==> config.mk <==
export PLATFORM = sky130hd
export DESIGN_NAME = flux_byte_assembler
export DESIGN_NICKNAME = d
export VERILOG_FILES = /design/src/rtl/fba_pkg.sv /design/src/rtl/fba_cell_timer.sv /design/src/rtl/fba_shifter.sv /design/src/rtl/fba_data_hold.sv /design/src/rtl/flux_byte_assembler.sv
export SDC_FILE = /design/constraint.sdc
export NUM_CORES = 1
export LEC_CHECK = 0
export BUFFER_PORTS_ARGS = -buffer_cell sky130_fd_sc_hd__buf_2
export CORE_AREA = 2 2 70 45
export CTS_CLUSTER_DIAMETER = 100
export DETAILED_ROUTE_END_ITERATION = 10
export DIE_AREA = 0 0 72 47
export HOLD_SLACK_MARGIN = 0.08
export PLACE_DENSITY_LB_ADDON = 0.08
export SYNTH_ARGS = -nofsm -noshare
export SYNTH_HDL_FRONTEND = slang
export SYNTH_HIERARCHICAL = 1
export SYNTH_SLANG_ARGS = --single-unit
==> constraint.sdc <==
create_clock -name clk -period 0.81 [get_ports clk]
set_clock_uncertainty 0.05 [all_clocks]
set_input_delay 0.081 -clock clk [delete_from_list [all_inputs] [get_ports clk]]
set_output_delay 0.081 -clock clk [all_outputs]
set_load 0.01 [all_outputs]
==> src/rtl/fba_pkg.sv <==
package fba_pkg;
  // Largest of four cell lengths, used to size the cell counter.
  function automatic int unsigned max4(input int unsigned a, input int unsigned b,
                                       input int unsigned c, input int unsigned d);
    int unsigned m;
    m = a;
    if (b > m) m = b;
    if (c > m) m = c;
    if (d > m) m = d;
    return m;
  endfunction

  // Speed selector encoding: bit 1 = high clock descriptor, bit 0 = fast rate.
  typedef enum logic [1:0] {
    SPD_SLOW_LO = 2'b00,
    SPD_FAST_LO = 2'b01,
    SPD_SLOW_HI = 2'b10,
    SPD_FAST_HI = 2'b11
  } speed_e;
endpackage

==> src/rtl/fba_cell_timer.sv <==
module fba_cell_timer
  import fba_pkg::*;
#(
  parameter int unsigned CNT_W   = 6,
  parameter int unsigned LEN_SL  = 24,
  parameter int unsigned LEN_FL  = 12,
  parameter int unsigned LEN_SH  = 32,
  parameter int unsigned LEN_FH  = 16,
  parameter int unsigned GUARD   = 2
) (
  input  logic             clk,
  input  logic             rst_n,
  input  logic             flux_i,
  input  logic             rd_mode_i,
  input  logic [1:0]       speed_sel_i,
  output logic             zero_shift_o,
  output logic [CNT_W-1:0] cnt_o
);
  logic [CNT_W-1:0] cnt_q, cnt_d;
  logic [CNT_W:0]   limit;
  logic [CNT_W:0]   cnt_inc;
  logic             cnt_en;
  logic             timeout;

  always_comb begin
    unique case (speed_e'(speed_sel_i))
      SPD_SLOW_LO: limit = (CNT_W+1)'(LEN_SL + GUARD);
      SPD_FAST_LO: limit = (CNT_W+1)'(LEN_FL + GUARD);
      SPD_SLOW_HI: limit = (CNT_W+1)'(LEN_SH + GUARD);
      default:     limit = (CNT_W+1)'(LEN_FH + GUARD);
    endcase
  end

  always_comb begin
    cnt_inc = {1'b0, cnt_q} + (CNT_W+1)'(1);
    // >= keeps the timer bounded if the speed drops mid-cell.
    timeout = rd_mode_i && !flux_i && (cnt_inc >= limit);
    cnt_en  = flux_i || rd_mode_i;
    if (flux_i || timeout) cnt_d = '0;
    else                   cnt_d = cnt_inc[CNT_W-1:0];
  end

  always_ff @(posedge clk or negedge rst_n) begin
    if (!rst_n)      cnt_q <= '0;
    else if (cnt_en) cnt_q <= cnt_d;
  end

  assign zero_shift_o = timeout;
  assign cnt_o        = cnt_q;
endmodule

==> src/rtl/fba_shifter.sv <==
module fba_shifter #(
  parameter int unsigned DATA_W = 8
) (
  input  logic              clk,
  input  logic              rst_n,
  input  logic              one_i,
  input  logic              zero_i,
  output logic              done_o,
  output logic [DATA_W-1:0] byte_o,
  output logic [DATA_W-1:0] sh_o
);
  logic [DATA_W-1:0] sh_q, sh_d, sh_next;
  logic              sh_en;

  always_comb begin
    sh_en   = one_i || zero_i;
    sh_next = {sh_q[DATA_W-2:0], one_i};
    done_o  = sh_en && sh_next[DATA_W-1];
    sh_d    = done_o ? '0 : sh_next;
  end

  always_ff @(posedge clk or negedge rst_n) begin
    if (!rst_n)     sh_q <= '0;
    else if (sh_en) sh_q <= sh_d;
  end

  assign byte_o = sh_next;
  assign sh_o   = sh_q;
endmodule

==> src/rtl/fba_data_hold.sv <==
module fba_data_hold #(
  parameter int unsigned DATA_W = 8
) (
  input  logic              clk,
  input  logic              rst_n,
  input  logic              load_i,
  input  logic [DATA_W-1:0] byte_i,
  input  logic              clr_i,
  output logic [DATA_W-1:0] data_o
);
  logic [DATA_W-1:0] data_q, data_d;
  logic              data_en;

  always_comb begin
    // A completing byte takes priority over a consuming read.
    data_en = load_i || (clr_i && data_q[DATA_W-1]);
    data_d  = load_i ? byte_i : '0;
  end

  always_ff @(posedge clk or negedge rst_n) begin
    if (!rst_n)       data_q <= '0;
    else if (data_en) data_q <= data_d;
  end

  assign data_o = data_q;
endmodule

==> src/rtl/flux_byte_assembler.sv <==
module flux_byte_assembler
  import fba_pkg::*;
#(
  parameter int unsigned DATA_W = 8,
  parameter int unsigned LEN_SL = 24,
  parameter int unsigned LEN_FL = 12,
  parameter int unsigned LEN_SH = 32,
  parameter int unsigned LEN_FH = 16,
  parameter int unsigned GUARD  = 2,
  parameter int unsigned SYNC_STAGES = 2
) (
  input  logic              clk,
  input  logic              rst_n,
  input  logic              flux_i,
  input  logic [1:0]        speed_sel_i,
  input  logic              rd_mode_i,
  input  logic              rd_clr_i,
  output logic [DATA_W-1:0] data_o
);
  localparam int unsigned MAX_LIM = max4(LEN_SL, LEN_FL, LEN_SH, LEN_FH) + GUARD;
  localparam int unsigned CNT_W   = $clog2(MAX_LIM + 1);

  logic [SYNC_STAGES-1:0] rst_pipe;
  logic                   rst_int_n;
  logic                   zero_shift;
  logic                   byte_done;
  logic [DATA_W-1:0]      byte_val;
  logic [DATA_W-1:0]      shift_q;
  logic [CNT_W-1:0]       cell_cnt;

  // Reset asserts at once and leaves after SYNC_STAGES clock edges.
  always_ff @(posedge clk or negedge rst_n) begin
    if (!rst_n) rst_pipe <= '0;
    else        rst_pipe <= {rst_pipe[SYNC_STAGES-2:0], 1'b1};
  end
  assign rst_int_n = rst_pipe[SYNC_STAGES-1];

  fba_cell_timer #(
    .CNT_W(CNT_W), .LEN_SL(LEN_SL), .LEN_FL(LEN_FL),
    .LEN_SH(LEN_SH), .LEN_FH(LEN_FH), .GUARD(GUARD)
  ) u_timer (
    .clk(clk), .rst_n(rst_int_n), .flux_i(flux_i), .rd_mode_i(rd_mode_i),
    .speed_sel_i(speed_sel_i), .zero_shift_o(zero_shift), .cnt_o(cell_cnt)
  );

  fba_shifter #(.DATA_W(DATA_W)) u_shift (
    .clk(clk), .rst_n(rst_int_n), .one_i(flux_i), .zero_i(zero_shift),
    .done_o(byte_done), .byte_o(byte_val), .sh_o(shift_q)
  );

  fba_data_hold #(.DATA_W(DATA_W)) u_hold (
    .clk(clk), .rst_n(rst_int_n), .load_i(byte_done), .byte_i(byte_val),
    .clr_i(rd_clr_i), .data_o(data_o)
  );
endmodule

==> metrics.log, run 1 <==
[metrics] wire length on met2: 1390 µm
[metrics] total nets after synthesis: 134
[metrics] final critical path time including I/O delays and setup: 2.63 ns
[metrics] buffers and inverters on the worst path: 1
[metrics] Crit Reg-Reg Startpoint: u_timer/cnt_o[0]$_DFFE_PN0P_
[metrics] Power Density: 2120 nW/µm²
[metrics] layout cell share with drive strength beyond 1: 54.5%
[metrics] WL per Instance: 15.4 µm
[metrics] share of the cycle needed by the critical path after routing: 325%
[metrics] area of the core region: 2760 µm²
[metrics] wire length after detailed routing: 3230 µm
[metrics] standard cell area after detailed placement: 1700 µm²
[metrics] top-level port count: 15
[metrics] path length in cells of the critical path: 13
[metrics] overall power consumption: 4.17 mW
[metrics] initial antenna violation count: 0
[metrics] arrival time worst endpoint: 2.79 ns
[metrics] cell area after technology mapping: 1300 µm²
[metrics] Initial Util: 47.2%
[metrics] logic gate share of total power: 42.9%
[metrics] FF-to-FF path depth: 13
[metrics] area of the die: about 3400 µm²
[metrics] cell-by-cell listing of the critical path: ha_4 > nand3_4 > xnor2_2 > ha_1 > a21o_1 > a21oi_4 > o21ai_4 > o21a_4 > nor2_8 > buf_12 > nor2_4 > nor2b_1 > a22o_2
[metrics] clk buf depth: 2
[metrics] Layout area overhead: 51.4%
[metrics] switching fraction of total power: a little under a third
[metrics] failing checks: setup timing
[metrics] Hold/Removal Path Class: register to asynchronous set/reset pin
[metrics] cell leakage power: 0.986 nW
[metrics] yosys warns: 6
[metrics] hold_ws: 0.151 ns
[metrics] Vias per Instance: 5.07
[metrics] post-synthesis area per instance: 11.2 µm²
[metrics] pins over their slew limit: 0
[metrics] Inserted Clock Buffers: 3
[metrics] total congestion overflow after global routing: 0
[metrics] remaining antenna violation count: 0
[metrics] number of diodes added for antenna fixing: 0
[metrics] Setup Viol. Count Final: 29
[metrics] delay of the slowest cell on the worst path: 0.43 ns
[metrics] clock net sink count: 23
[metrics] MaxCap Viol Count: 0
[metrics] Worst setup SP type: register
[metrics] CP delay by family, top: compound AO/OA/AOI/OAI gates
[metrics] highest metal layer with signal wires: met4
[metrics] Final Net Count: a little under 200
[metrics] Clk pwr share: around 17%
[metrics] initial detailed-routing violation count: 72
[metrics] part of the total power dissipated in sequential elements: 40.4%
[metrics] RSZ-0062 raised after global routing: yes
[metrics] number of input and output port buffers inserted: 14
[metrics] final standard cell area without fillers: 1970 µm²
[metrics] Switch Pwr: around 1.3 mW
[metrics] clock-pin slew reported for the worst setup and hold paths after clock tree synthesis: ~0.080 ns
[metrics] routed wl met3: approximately 100 µm
[metrics] Vias: 1064
[metrics] gpl congestion: 0.829
[metrics] fmax: 0.380 GHz
[metrics] global router's overall resource usage: 21.3%
[metrics] library cell used as clock root buffer: sky130_fd_sc_hd__clkbuf_8
[metrics] number of search-and-repair iterations in the first detailed-routing pass: 4
[metrics] final critical-path setup slack: -1.82 ns
[metrics] internal power of the cells: roughly 2.9 mW
[metrics] maximum vdd drop: 1600 µV
[metrics] Req. time, crit path: 0.96 ns
[metrics] Critical Path Fanout Max: 8
[metrics] sort of element at the end of the critical path: register
[metrics] clock tree from TritonCTS: done
[metrics] via count of the first global-routing pass: around 1000
[metrics] FILL cells: 195
[metrics] Clk Latency, worst-skew pair: 0.26 ns
[metrics] die extent in x: approximately 72 µm
[metrics] CTS H-tree lvls: 1
[metrics] category of the critical setup timing path: register to register
[metrics] standard-cell row count: 15
[metrics] M1 WL: 1670 µm
[metrics] Gate Count Post-Synth: between 100 and 150
[metrics] Hold Fails Final Rpt: 0
[metrics] largest net degree at the start of global routing: 22
[metrics] startpoint of the most critical setup path: u_timer/cnt_o[0]$_DFFE_PN0P_
[metrics] DRC: 0
[metrics] cell with the largest stage delay on the worst path: sky130_fd_sc_hd__dfrtp_1
[metrics] vertical extent of the die: 47 µm
[metrics] half-perimeter wire length after placement: 2140 µm
[metrics] result of the run: complete, but fails checks
[metrics] first-pass GRT wire length: 5170 µm
[repair_timing]
| item | in CTS | in global routing |
|---|---|---|
| cloned | 1 | 0 |
| setup endpoints to repair | 29 | 31 |
| pin swaps | 8 | 11 |
| hold buffers | 3 | 0 |
| hold endpoints to repair | 3 | 0 |
| gates resized for setup | 8 | 12 |
| buffers inserted | 8 | 4 |
[worst reg2reg max path, stage by stage, from the launching register on]
cell	delay [ns]
sky130_fd_sc_hd__dfrtp_1	0.43
sky130_fd_sc_hd__ha_4	0.18
sky130_fd_sc_hd__nand3_4	0.10
sky130_fd_sc_hd__xnor2_2	0.17
sky130_fd_sc_hd__ha_1	0.33
sky130_fd_sc_hd__a21o_1	0.22
sky130_fd_sc_hd__a21oi_4	0.18
sky130_fd_sc_hd__o21ai_4	0.09
sky130_fd_sc_hd__o21a_4	0.22
sky130_fd_sc_hd__nor2_8	0.12
sky130_fd_sc_hd__buf_12	0.13
sky130_fd_sc_hd__nor2_4	0.06
sky130_fd_sc_hd__nor2b_1	0.15
sky130_fd_sc_hd__a22o_2	0.15
[registers in the layout, indices dropped and copies added (netlist names)]
| signal | cells |
|---|---|
| u_shift/sh_o | 7 |
| u_timer/cnt_o | 6 |
| rst_pipe | 2 |
| u_hold/data_o | 8 |
[routing by layer]
layer	track usage (%)	vias up
li1	-	519
met1	30.7	517
met2	33.1	22
met3	4.72	6
met4	5.66	0
met5	0	-
[through the flow]
stage                     utilization, %  setup WS (ns)  setup TNS, ns  cells
after floorplan                        -          -1.80         -32.29    116
after global placement              61.6          -1.77         -33.44    192
after detailed placement            61.6          -1.81         -33.97    192
after CTS                           68.4          -1.80         -35.30    208
after global routing                71.4          -1.91         -38.20    210
final                               71.4          -1.82         -35.97    210
[power by group through the flow]
stage,Combinational (mW),Clock [mW],Sequential (mW)
CTS,1.72,0.720,1.66
finish,1.79,0.698,1.69
global placement,1.58,0,1.68
detailed placement,1.60,0,1.68
floorplan,0.871,0,1.77
global route,1.92,0.767,1.72
[cells in the final DEF, fill, tap and decap left out, drive strengths merged, types with 2 or more instances in the layout]
| cell | n |
|---|---|
| nor2 | 5 |
| dlygate4sd3 | 3 |
| nand3 | 5 |
| o2111ai | 2 |
| mux2 | 5 |
| xor2 | 2 |
| clkbuf | 3 |
| ha | 11 |
| buf | 54 |
| nor2b | 15 |
| inv | 8 |
| o21ai | 4 |
| nand2 | 10 |
| a22o | 8 |
| dfrtp | 23 |
| a21oi | 2 |
| o31ai | 4 |
| nand2b | 3 |
[cell type report]
class                   count  area (µm²)  share of cell area (%)
clock buffers               3        41.3                    2.10
well taps                  34        42.5                    2.16
repair buffers             57         442                    22.4
multi-input cells          84         833                    42.3
clock inverters             1        5.00                   0.254
inverters                   8        30.0                    1.52
flip-flops and latches     23         577                    29.3
[worst paths after layout]
kind                                           endpoint  slack [ns]
hold reg to reg            u_timer/cnt_o[5]$_DFFE_PN0P_        0.15
max in group asynchronous         rst_pipe[1]$_DFF_PN0_        0.06
hold / removal             u_timer/cnt_o[5]$_DFFE_PN0P_        0.15
setup reg to reg           u_hold/data_o[0]$_DFFE_PN0P_       -1.82
min in group clk            u_shift/sh_o[0]$_DFFE_PN0P_        0.18
setup / recovery           u_hold/data_o[0]$_DFFE_PN0P_       -1.82
No activity file was read; power rests on OpenSTA's default activity.
==> inputs of run 2 (changes only) <==
--- a/config.mk
+++ b/config.mk
@@ -6,13 +6,12 @@
 export NUM_CORES = 1
 export LEC_CHECK = 0
 export BUFFER_PORTS_ARGS = -buffer_cell sky130_fd_sc_hd__buf_2
-export CORE_AREA = 2 2 70 45
+export CORE_AREA = 2 2 67 44
 export CTS_CLUSTER_DIAMETER = 100
 export DETAILED_ROUTE_END_ITERATION = 10
-export DIE_AREA = 0 0 72 47
+export DIE_AREA = 0 0 69 46
 export HOLD_SLACK_MARGIN = 0.08
 export PLACE_DENSITY_LB_ADDON = 0.08
 export SYNTH_ARGS = -nofsm -noshare
 export SYNTH_HDL_FRONTEND = slang
-export SYNTH_HIERARCHICAL = 1
 export SYNTH_SLANG_ARGS = --single-unit
==> metrics.log, run 2 <==
[metrics] Vias per Instance: 5.27 (+4.0%)
[metrics] busiest layer in global routing: met2
[metrics] commonest cells after routing, fill and taps aside: sky130_fd_sc_hd__buf_4 (27), sky130_fd_sc_hd__nand2_1 (26), sky130_fd_sc_hd__dfrtp_1 (21)
[metrics] Slew headroom: 66.7%
[metrics] Crit Reg-Reg Startpoint: u_timer.cnt_o[0]$_DFFE_PN0P_
[metrics] standard-cell row count: 15 (unchanged)
[metrics] die extent in x: 69 µm (-4.2%)
[metrics] list of most frequent post-synthesis cells: sky130_fd_sc_hd__nand2_1 (27), sky130_fd_sc_hd__dfrtp_1 (23), sky130_fd_sc_hd__ha_1 (11), sky130_fd_sc_hd__o21ai_0 (10)
[metrics] FILL cells: 197 (+1.0%)
[metrics] overall power consumption: 3.99 mW (-4.4%)
[metrics] total nets after synthesis: 146 (+9.0%)
[metrics] met1 global-route usage: 31.0% (+0.25 points)
[metrics] FF-to-FF path depth: 10 (-3)
[metrics] gpl congestion: 0.804 (-3.0%)
[metrics] post-synthesis area per instance: 9.76 µm² (-13%)
[metrics] largest net degree at the start of global routing: 22 (unchanged)
[metrics] routing usage on met3: 5.75% (+1.0 points)
[metrics] result of the run: complete, but fails checks
[metrics] Worst-Margin Slew: 0.494 ns
[metrics] layout cell share with drive strength beyond 1: 42.5% (-12 points)
[metrics] WL per Instance: 15.8 µm (+2.7%)
[metrics] most common cell after layout, fill and taps aside: sky130_fd_sc_hd__buf_4
[metrics] number of input and output port buffers inserted: 14 (unchanged)
[metrics] Inserted Clock Buffers: 3 (unchanged)
[metrics] library cell used as clock root buffer: sky130_fd_sc_hd__clkbuf_8
[metrics] RSZ-0062 raised after global routing: yes
[metrics] MaxCap Viol Count: 0 (unchanged)
[metrics] Setup Viol. Count Final: 29 (unchanged)
[metrics] wire length after detailed routing: 3290 µm (+1.8%)
[metrics] most used standard cell by instance count after synthesis: sky130_fd_sc_hd__nand2_1
[metrics] top-level port count: 15 (unchanged)
[metrics] category of the critical setup timing path: register to register
[metrics] post-synthesis cell type count: 30
[metrics] Worst setup SP type: register
[metrics] r2r endpoint: u_timer.cnt_o[2]$_DFFE_PN0P_
[metrics] number of synthesized flops with an enable pin: 0
[metrics] cell types occupying the most area after synthesis: sky130_fd_sc_hd__dfrtp_1 (46%), sky130_fd_sc_hd__ha_1 (11%), sky130_fd_sc_hd__nand2_1 (8.1%)
[metrics] area of the core region: 2630 µm² (-4.8%)
[metrics] failing checks: setup timing
[metrics] clock tree from TritonCTS: done
[metrics] first-pass GRT wire length: 5090 µm (-1.5%)
[metrics] pins over their slew limit: 0 (unchanged)
[metrics] arrival time worst endpoint: 2.42 ns (-0.37 ns)
[metrics] delay of the slowest cell on the worst path: 0.40 ns (-0.03 ns)
[metrics] Vias: 1096 (+3.0%)
[metrics] cell-by-cell listing of the critical path: ha_4 > nand3_4 > xnor2_4 > ha_4 > a21o_1 > a211oi_4 > o211ai_4 > buf_6 > o22ai_2 > a21o_1
[metrics] number of search-and-repair iterations in the first detailed-routing pass: 4 (unchanged)
[metrics] cell with the largest stage delay on the worst path: sky130_fd_sc_hd__dfrtp_2
[metrics] remaining antenna violation count: 0 (unchanged)
[metrics] half-perimeter wire length after placement: 2180 µm (+2.2%)
[metrics] clk buf depth: 2 (unchanged)
[metrics] Hold/Removal Path Class: input pin to asynchronous set/reset pin
[metrics] final critical-path setup slack: -1.45 ns (+0.371 ns)
[metrics] Initial Util: 47.5% (+0.36 points)
[metrics] Final Net Count: 193 (-1.0%)
[metrics] area of the die: 3170 µm² (-6.2%)
[metrics] portion of the post-synthesis area used by sequential elements: 46.1%
[metrics] sort of element at the end of the critical path: register
[metrics] async set-reset flop share out of synthesis: 100%
[metrics] final critical path time including I/O delays and setup: 2.26 ns (-0.371 ns)
[metrics] total congestion overflow after global routing: 0 (unchanged)
[metrics] via count of the first global-routing pass: 1015 (-3.0%)
[metrics] yosys warns: 0 (-6)
[metrics] Hold Fails Final Rpt: 0 (unchanged)
[metrics] fraction of synthesized cell area taken by the top area cell type: 46.1%
[metrics] Layout area overhead: 46.4%
[metrics] share of the cycle needed by the critical path after routing: 279% (-46 points)
[metrics] pre-CTS setup slack: -1.58 ns (+0.239 ns)
[metrics] initial detailed-routing violation count: 122 (+69%)
[metrics] number of diodes added for antenna fixing: 0 (unchanged)
[metrics] Worst R2R Setup Slack: -1.45 ns (+0.37 ns)
[metrics] Req. time, crit path: 0.97 ns (about the same)
[metrics] global router's overall resource usage: 21.5% (+0.17 points)
[metrics] clock net sink count: 23 (unchanged)
[metrics] vertical extent of the die: 46 µm (-2.1%)
[metrics] initial antenna violation count: 0 (unchanged)
[metrics] cell taking the most area after synthesis: sky130_fd_sc_hd__dfrtp_1
[metrics] number of flip-flops under the largest register name: 8 (unchanged)
[metrics] DRC: 0 (unchanged)
[metrics] CTS H-tree lvls: 1 (unchanged)
[metrics] cell area after technology mapping: 1250 µm² (-4.0%)
[metrics] cell leakage power: 0.869 nW (-12%)
[metrics] Critical Path Fanout Max: 4 (-4)
[metrics] grt met2 use: 33.1% (-0.071 points)
[metrics] number of synthesized register bits: 23
[metrics] clock-pin slew reported for the worst setup and hold paths after clock tree synthesis: 0.08 ns (about the same)
[metrics] Main synth FF type: sky130_fd_sc_hd__dfrtp_1
[metrics] Power Density: 2180 nW/µm² (+3.1%)
[metrics] fmax: 0.442 GHz (+16%)
[metrics] Clk Latency, worst-skew pair: 0.27 ns (about the same)
[metrics] maximum vdd drop: 1130 µV (-29%)
[metrics] Gate Count Post-Synth: 128 (+10%)
[run 2: logic make-up after synthesis]
group	count (synthesis)	synth area share, %
other	1	0.300
flip-flops	23	46.1
AO/OA/AOI/OAI	36	19.5
AND/OR/NAND/NOR	40	15.0
buffers and inverters	13	5.21
adder cells (fa/ha/maj)	11	11.0
XOR/XNOR	4	2.81
[run 2: worst max-delay path by stage]
stage | slack (ns) | depth (start not counted) | end | startpoint
global route | -1.53 | 9 | u_shift.sh_o[3]$_DFFE_PN0P_ | u_timer.cnt_o[0]$_DFFE_PN0P_
floorplan | -1.37 | 10 | u_hold.data_o[1]$_DFFE_PN0P_ | u_timer.cnt_o[0]$_DFFE_PN0P_
global placement | -1.53 | 9 | u_shift.sh_o[1]$_DFFE_PN0P_ | u_timer.cnt_o[1]$_DFFE_PN0P_
detailed placement | -1.58 | 9 | u_shift.sh_o[1]$_DFFE_PN0P_ | u_timer.cnt_o[1]$_DFFE_PN0P_
CTS | -1.42 | 9 | u_hold.data_o[6]$_DFFE_PN0P_ | u_timer.cnt_o[0]$_DFFE_PN0P_
finish | -1.45 | 10 | u_timer.cnt_o[2]$_DFFE_PN0P_ | u_timer.cnt_o[0]$_DFFE_PN0P_
[run 2: final cells by class]
class	count	area (µm²)	share of cell area, %
Multi-Input combinational cell	94	795	43.5
Sequential cell	23	578	31.6
Timing Repair Buffer	46	342	18.7
Clock buffer	4	45.0	2.46
Tap cell	34	42.5	2.33
Inverter	7	26.3	1.44
[run 2: routing by layer]
| metal | share of wire, % | up-vias |
|---|---|---|
| met4 | 0.49 | 0 |
| met2 | 45 | 37 |
| met3 | 6.9 | 4 |
| met1 | 47 | 516 |
| met5 | 0 | - |
| li1 | - | 539 |
[run 2: stage by stage]
step	cells	setup TNS (ns)	hold slack [ns]	instance area, µm²	utilization [%]
finish	208	-30.26	0.0767	1830	69.6
global route	208	-32.21	0.0798	1830	69.6
CTS	203	-30.12	0.0686	1680	64.1
detailed placement	194	-31.54	-0.180	1550	58.8
global placement	194	-30.21	-0.184	1550	58.8
floorplan	128	-27.66	-0.265	1280	-
[run 2: power breakdown]
part / internal (mW) / total, mW / leakage, nW / switching (mW)
clock network: 0.352 / 0.721 / 0.0228 / 0.369
logic: 0.750 / 1.58 / 0.549 / 0.826
registers: 1.47 / 1.69 / 0.297 / 0.223
[run 2: worst max-delay path, delay by kind of cell, from the launching register on]
family / cells / cell delay [ns]
buffers and inverters: 1 / 0.17
adder cells (fa/ha/maj): 2 / 0.39
AO/OA/AOI/OAI: 5 / 0.92
AND/OR/NAND/NOR: 1 / 0.08
flip-flops: 1 / 0.40
XOR/XNOR: 1 / 0.19
[run 2: what timing repair did]
item                                    in CTS  in global routing
endpoints found under the setup margin      29                 29
hold endpoints to repair                     3                  0
pin swaps                                    2                  4
setup buffers                                2                  4
resized for setup                           11                 17
hold buffers                                 2                  0
gates cloned                                 1                  1
==> inputs of run 3 (changes only) <==
--- a/config.mk
+++ b/config.mk
@@ -6,10 +6,11 @@
 export NUM_CORES = 1
 export LEC_CHECK = 0
 export BUFFER_PORTS_ARGS = -buffer_cell sky130_fd_sc_hd__buf_2
-export CORE_AREA = 2 2 67 44
+export CAP_MARGIN = 40
+export CORE_AREA = 2 2 81 52
 export CTS_CLUSTER_DIAMETER = 100
 export DETAILED_ROUTE_END_ITERATION = 10
-export DIE_AREA = 0 0 69 46
+export DIE_AREA = 0 0 83 54
 export HOLD_SLACK_MARGIN = 0.08
 export PLACE_DENSITY_LB_ADDON = 0.08
 export SYNTH_ARGS = -nofsm -noshare
==> metrics.log, run 3 (same netlist as run 2, synthesis figures left out) <==
[metrics] Req. time, crit path: 0.96 ns (about the same)
[metrics] via count of the first global-routing pass: 1053 (+3.7%)
[metrics] clk buf depth: 2 (unchanged)
[metrics] final standard cell area without fillers: 1840 µm² (+0.62%)
[metrics] result of the run: complete, but fails checks
[metrics] Vias per Instance: 4.67 (-11%)
[metrics] number of search-and-repair iterations in the first detailed-routing pass: 4 (unchanged)
[metrics] part of the total power dissipated in sequential elements: 43.1% (+0.7 points)
[metrics] total congestion overflow after global routing: 0 (unchanged)
[metrics] internal power of the cells: 2.57 mW (about the same)
[metrics] FILL cells: 381 (+93%)
[metrics] pre-CTS setup slack: -1.59 ns (-0.0189 ns)
[metrics] Power Density: 2120 nW/µm² (-2.9%)
[metrics] area of the die: 4480 µm² (+41%)
[metrics] Clk pwr share: 18.2% (about the same)
[metrics] Final Net Count: 200 (+3.6%)
[metrics] standard-cell row count: 18 (+3)
[metrics] category of the critical setup timing path: register to register
[metrics] die extent in x: 83 µm (+20%)
[metrics] r2r endpoint: u_timer.cnt_o[2]$_DFFE_PN0P_
[metrics] logic gate share of total power: 38.6% (-0.9 points)
[metrics] Worst setup SP type: register
[metrics] standard cell area after detailed placement: 1590 µm² (+2.9%)
[metrics] path length in cells of the critical path: 10 (unchanged)
[metrics] initial detailed-routing violation count: 86 (-30%)
[metrics] buffers and inverters on the worst path: 1 (unchanged)
[metrics] library cell used as clock root buffer: sky130_fd_sc_hd__clkbuf_8
[metrics] share of the cycle needed by the critical path after routing: 273% (-5.7 points)
[metrics] total area of multi-input combinational cells: 729 µm² (-8.2%)
[metrics] maximum vdd drop: 1400 µV (+24%)
[metrics] pins over their slew limit: 0 (unchanged)
[metrics] Switch Pwr: 1.33 mW (-6.5%)
[metrics] largest net degree at the start of global routing: 18 (-18%)
[metrics] number of flip-flops under the largest register name: 8 (unchanged)
[metrics] clock-pin slew reported for the worst setup and hold paths after clock tree synthesis: 0.08 ns (about the same)
[metrics] FF-to-FF path depth: 10 (unchanged)
[metrics] delay of the slowest cell on the worst path: 0.44 ns (+0.04 ns)
[metrics] Inserted Clock Buffers: 3 (unchanged)
[metrics] MaxCap Viol Count: 0 (unchanged)
[metrics] Crit Reg-Reg Startpoint: u_timer.cnt_o[1]$_DFFE_PN0P_
[metrics] initial antenna violation count: 0 (unchanged)
[metrics] Clk Latency, worst-skew pair: 0.26 ns (about the same)
[metrics] final critical-path setup slack: -1.40 ns (+0.0463 ns)
[metrics] gpl congestion: 0.741 (-7.8%)
[metrics] first-pass GRT wire length: 5260 µm (+3.4%)
[metrics] final-layout setup total negative slack: -29.70 ns (+0.567 ns)
[metrics] wire length after detailed routing: 3070 µm (-6.6%)
[metrics] number of input and output port buffers inserted: 14 (unchanged)
[metrics] CTS H-tree lvls: 1 (unchanged)
[metrics] Hold Fails Final Rpt: 0 (unchanged)
[metrics] commonest cells after routing, fill and taps aside: sky130_fd_sc_hd__buf_4 (35), sky130_fd_sc_hd__nand2_1 (27), sky130_fd_sc_hd__dfrtp_1 (21)
[metrics] CP delay by family, top: compound AO/OA/AOI/OAI gates
[metrics] top-level port count: 15 (unchanged)
[metrics] Hold/Removal Path Class: register to asynchronous set/reset pin
[metrics] Worst R2R Setup Slack: -1.40 ns (+0.05 ns)
[metrics] DRC: 0 (unchanged)
[metrics] sort of element at the end of the critical path: register
[metrics] Layout area overhead: 47.3%
[metrics] most repeated library cell on the critical path: sky130_fd_sc_hd__a21o_1
[metrics] Setup Viol. Count Final: 29 (unchanged)
[metrics] global router's overall resource usage: 15.4% (-6.1 points)
[metrics] Initial Util: 32.4% (-15 points)
[metrics] end of the critical path: u_timer.cnt_o[2]$_DFFE_PN0P_
[metrics] WL per Instance: 13.3 µm (-16%)
[metrics] layout cell share with drive strength beyond 1: 40.9% (-1.6 points)
[metrics] final critical path time including I/O delays and setup: 2.21 ns (-0.0463 ns)
[metrics] half-perimeter wire length after placement: 2280 µm (+4.5%)
[metrics] clock tree from TritonCTS: done
[metrics] cell-by-cell listing of the critical path: ha_4 > nand3_4 > xnor2_2 > ha_1 > a21o_1 > a211oi_4 > o211ai_4 > buf_6 > o22ai_2 > a21o_1
[metrics] failing checks: setup timing
[metrics] area of the core region: 3850 µm² (+47%)
[metrics] RSZ-0062 raised after global routing: yes
[metrics] cell leakage power: 0.896 nW (+3.0%)
[metrics] remaining antenna violation count: 0 (unchanged)
[metrics] Vias: 1078 (-1.6%)
[metrics] switching fraction of total power: 34.0% (-1.5 points)
[metrics] clock net sink count: 23 (unchanged)
[metrics] arrival time worst endpoint: 2.37 ns (-0.05 ns)
[metrics] number of diodes added for antenna fixing: 0 (unchanged)
[metrics] most common cell after layout, fill and taps aside: sky130_fd_sc_hd__buf_4
[metrics] startpoint of the most critical setup path: u_timer.cnt_o[1]$_DFFE_PN0P_
[metrics] fmax: 0.452 GHz (+2.1%)
[metrics] vertical extent of the die: 54 µm (+17%)
[metrics] Critical Path Fanout Max: 4 (unchanged)
[metrics] register area: 578 µm² (unchanged)
[metrics] cell with the largest stage delay on the worst path: sky130_fd_sc_hd__dfrtp_2
## run 3: cell type report
class,count,area share (%)
clock buffer,4,2.45
tap,50,3.40
multi-input combinational,93,39.7
sequential,23,31.4
timing repair buffer,54,21.6
inverter,7,1.43
## run 3: repair_timing
| item | 4_1_cts | 5_1_grt |
|---|---|---|
| resized for setup | 13 | 5 |
| hold buffers | 3 | 0 |
| setup endpoints to repair | 29 | 29 |
| gates cloned | 1 | 0 |
| pin swaps | 4 | 2 |
| endpoints found under the hold margin | 3 | 0 |
| buffers inserted | 8 | 0 |
## run 3: metrics by stage
step           total power, mW  hold WS [ns]  cells  utilization, %
2_1_floorplan             2.42        -0.265    128               -
3_3_place_gp              2.95        -0.184    215            41.3
3_5_place_dp              2.96        -0.183    215            41.3
4_1_cts                   3.90         0.106    231            47.0
5_1_grt                   4.26         0.137    231            47.8
6_report                  3.90         0.102    231            47.8
## run 3: metal layers
layer / share of wire (%) / global-route usage [%] / wire length, µm
met1: 58 / 23.7 / 1790
met2: 38 / 21.1 / 1180
met3: 2.7 / 4.14 / 84
met4: 0.72 / 3.28 / 22
met5: 0 / 0 / 0
## run 3: worst register-to-register path: cells and delay by family, from the launching register on
family / cells / cell delay [ns]
AO/OA/AOI/OAI: 5 / 0.87
adder cells (fa/ha/maj): 2 / 0.46
flip-flops: 1 / 0.44
XOR/XNOR: 1 / 0.12
buffers and inverters: 1 / 0.16
AND/OR/NAND/NOR: 1 / 0.06
## run 3: worst min path at each step
stage | startpoint | to | slack [ns] | cells past startpoint
final | rst_pipe[1]$_DFF_PN0_ | u_timer.cnt_o[2]$_DFFE_PN0P_ | 0.10 | 1
after global routing | rst_pipe[1]$_DFF_PN0_ | u_timer.cnt_o[2]$_DFFE_PN0P_ | 0.14 | 1
after CTS | rst_pipe[1]$_DFF_PN0_ | u_timer.cnt_o[5]$_DFFE_PN0P_ | 0.11 | 1
after detailed placement | rst_n | rst_pipe[0]$_DFF_PN0_ | -0.18 | 1
after global placement | rst_n | rst_pipe[0]$_DFF_PN0_ | -0.18 | 1
after floorplan | rst_n | rst_pipe[0]$_DFF_PN0_ | -0.26 | 0
## run 3: power by group through the flow
stage / Combinational (mW) / Sequential, mW / Clock [mW]
4_1_cts: 1.48 / 1.68 / 0.750
3_3_place_gp: 1.25 / 1.70 / 0
2_1_floorplan: 0.675 / 1.75 / 0
5_1_grt: 1.69 / 1.74 / 0.826
6_report: 1.51 / 1.68 / 0.711
3_5_place_dp: 1.26 / 1.70 / 0
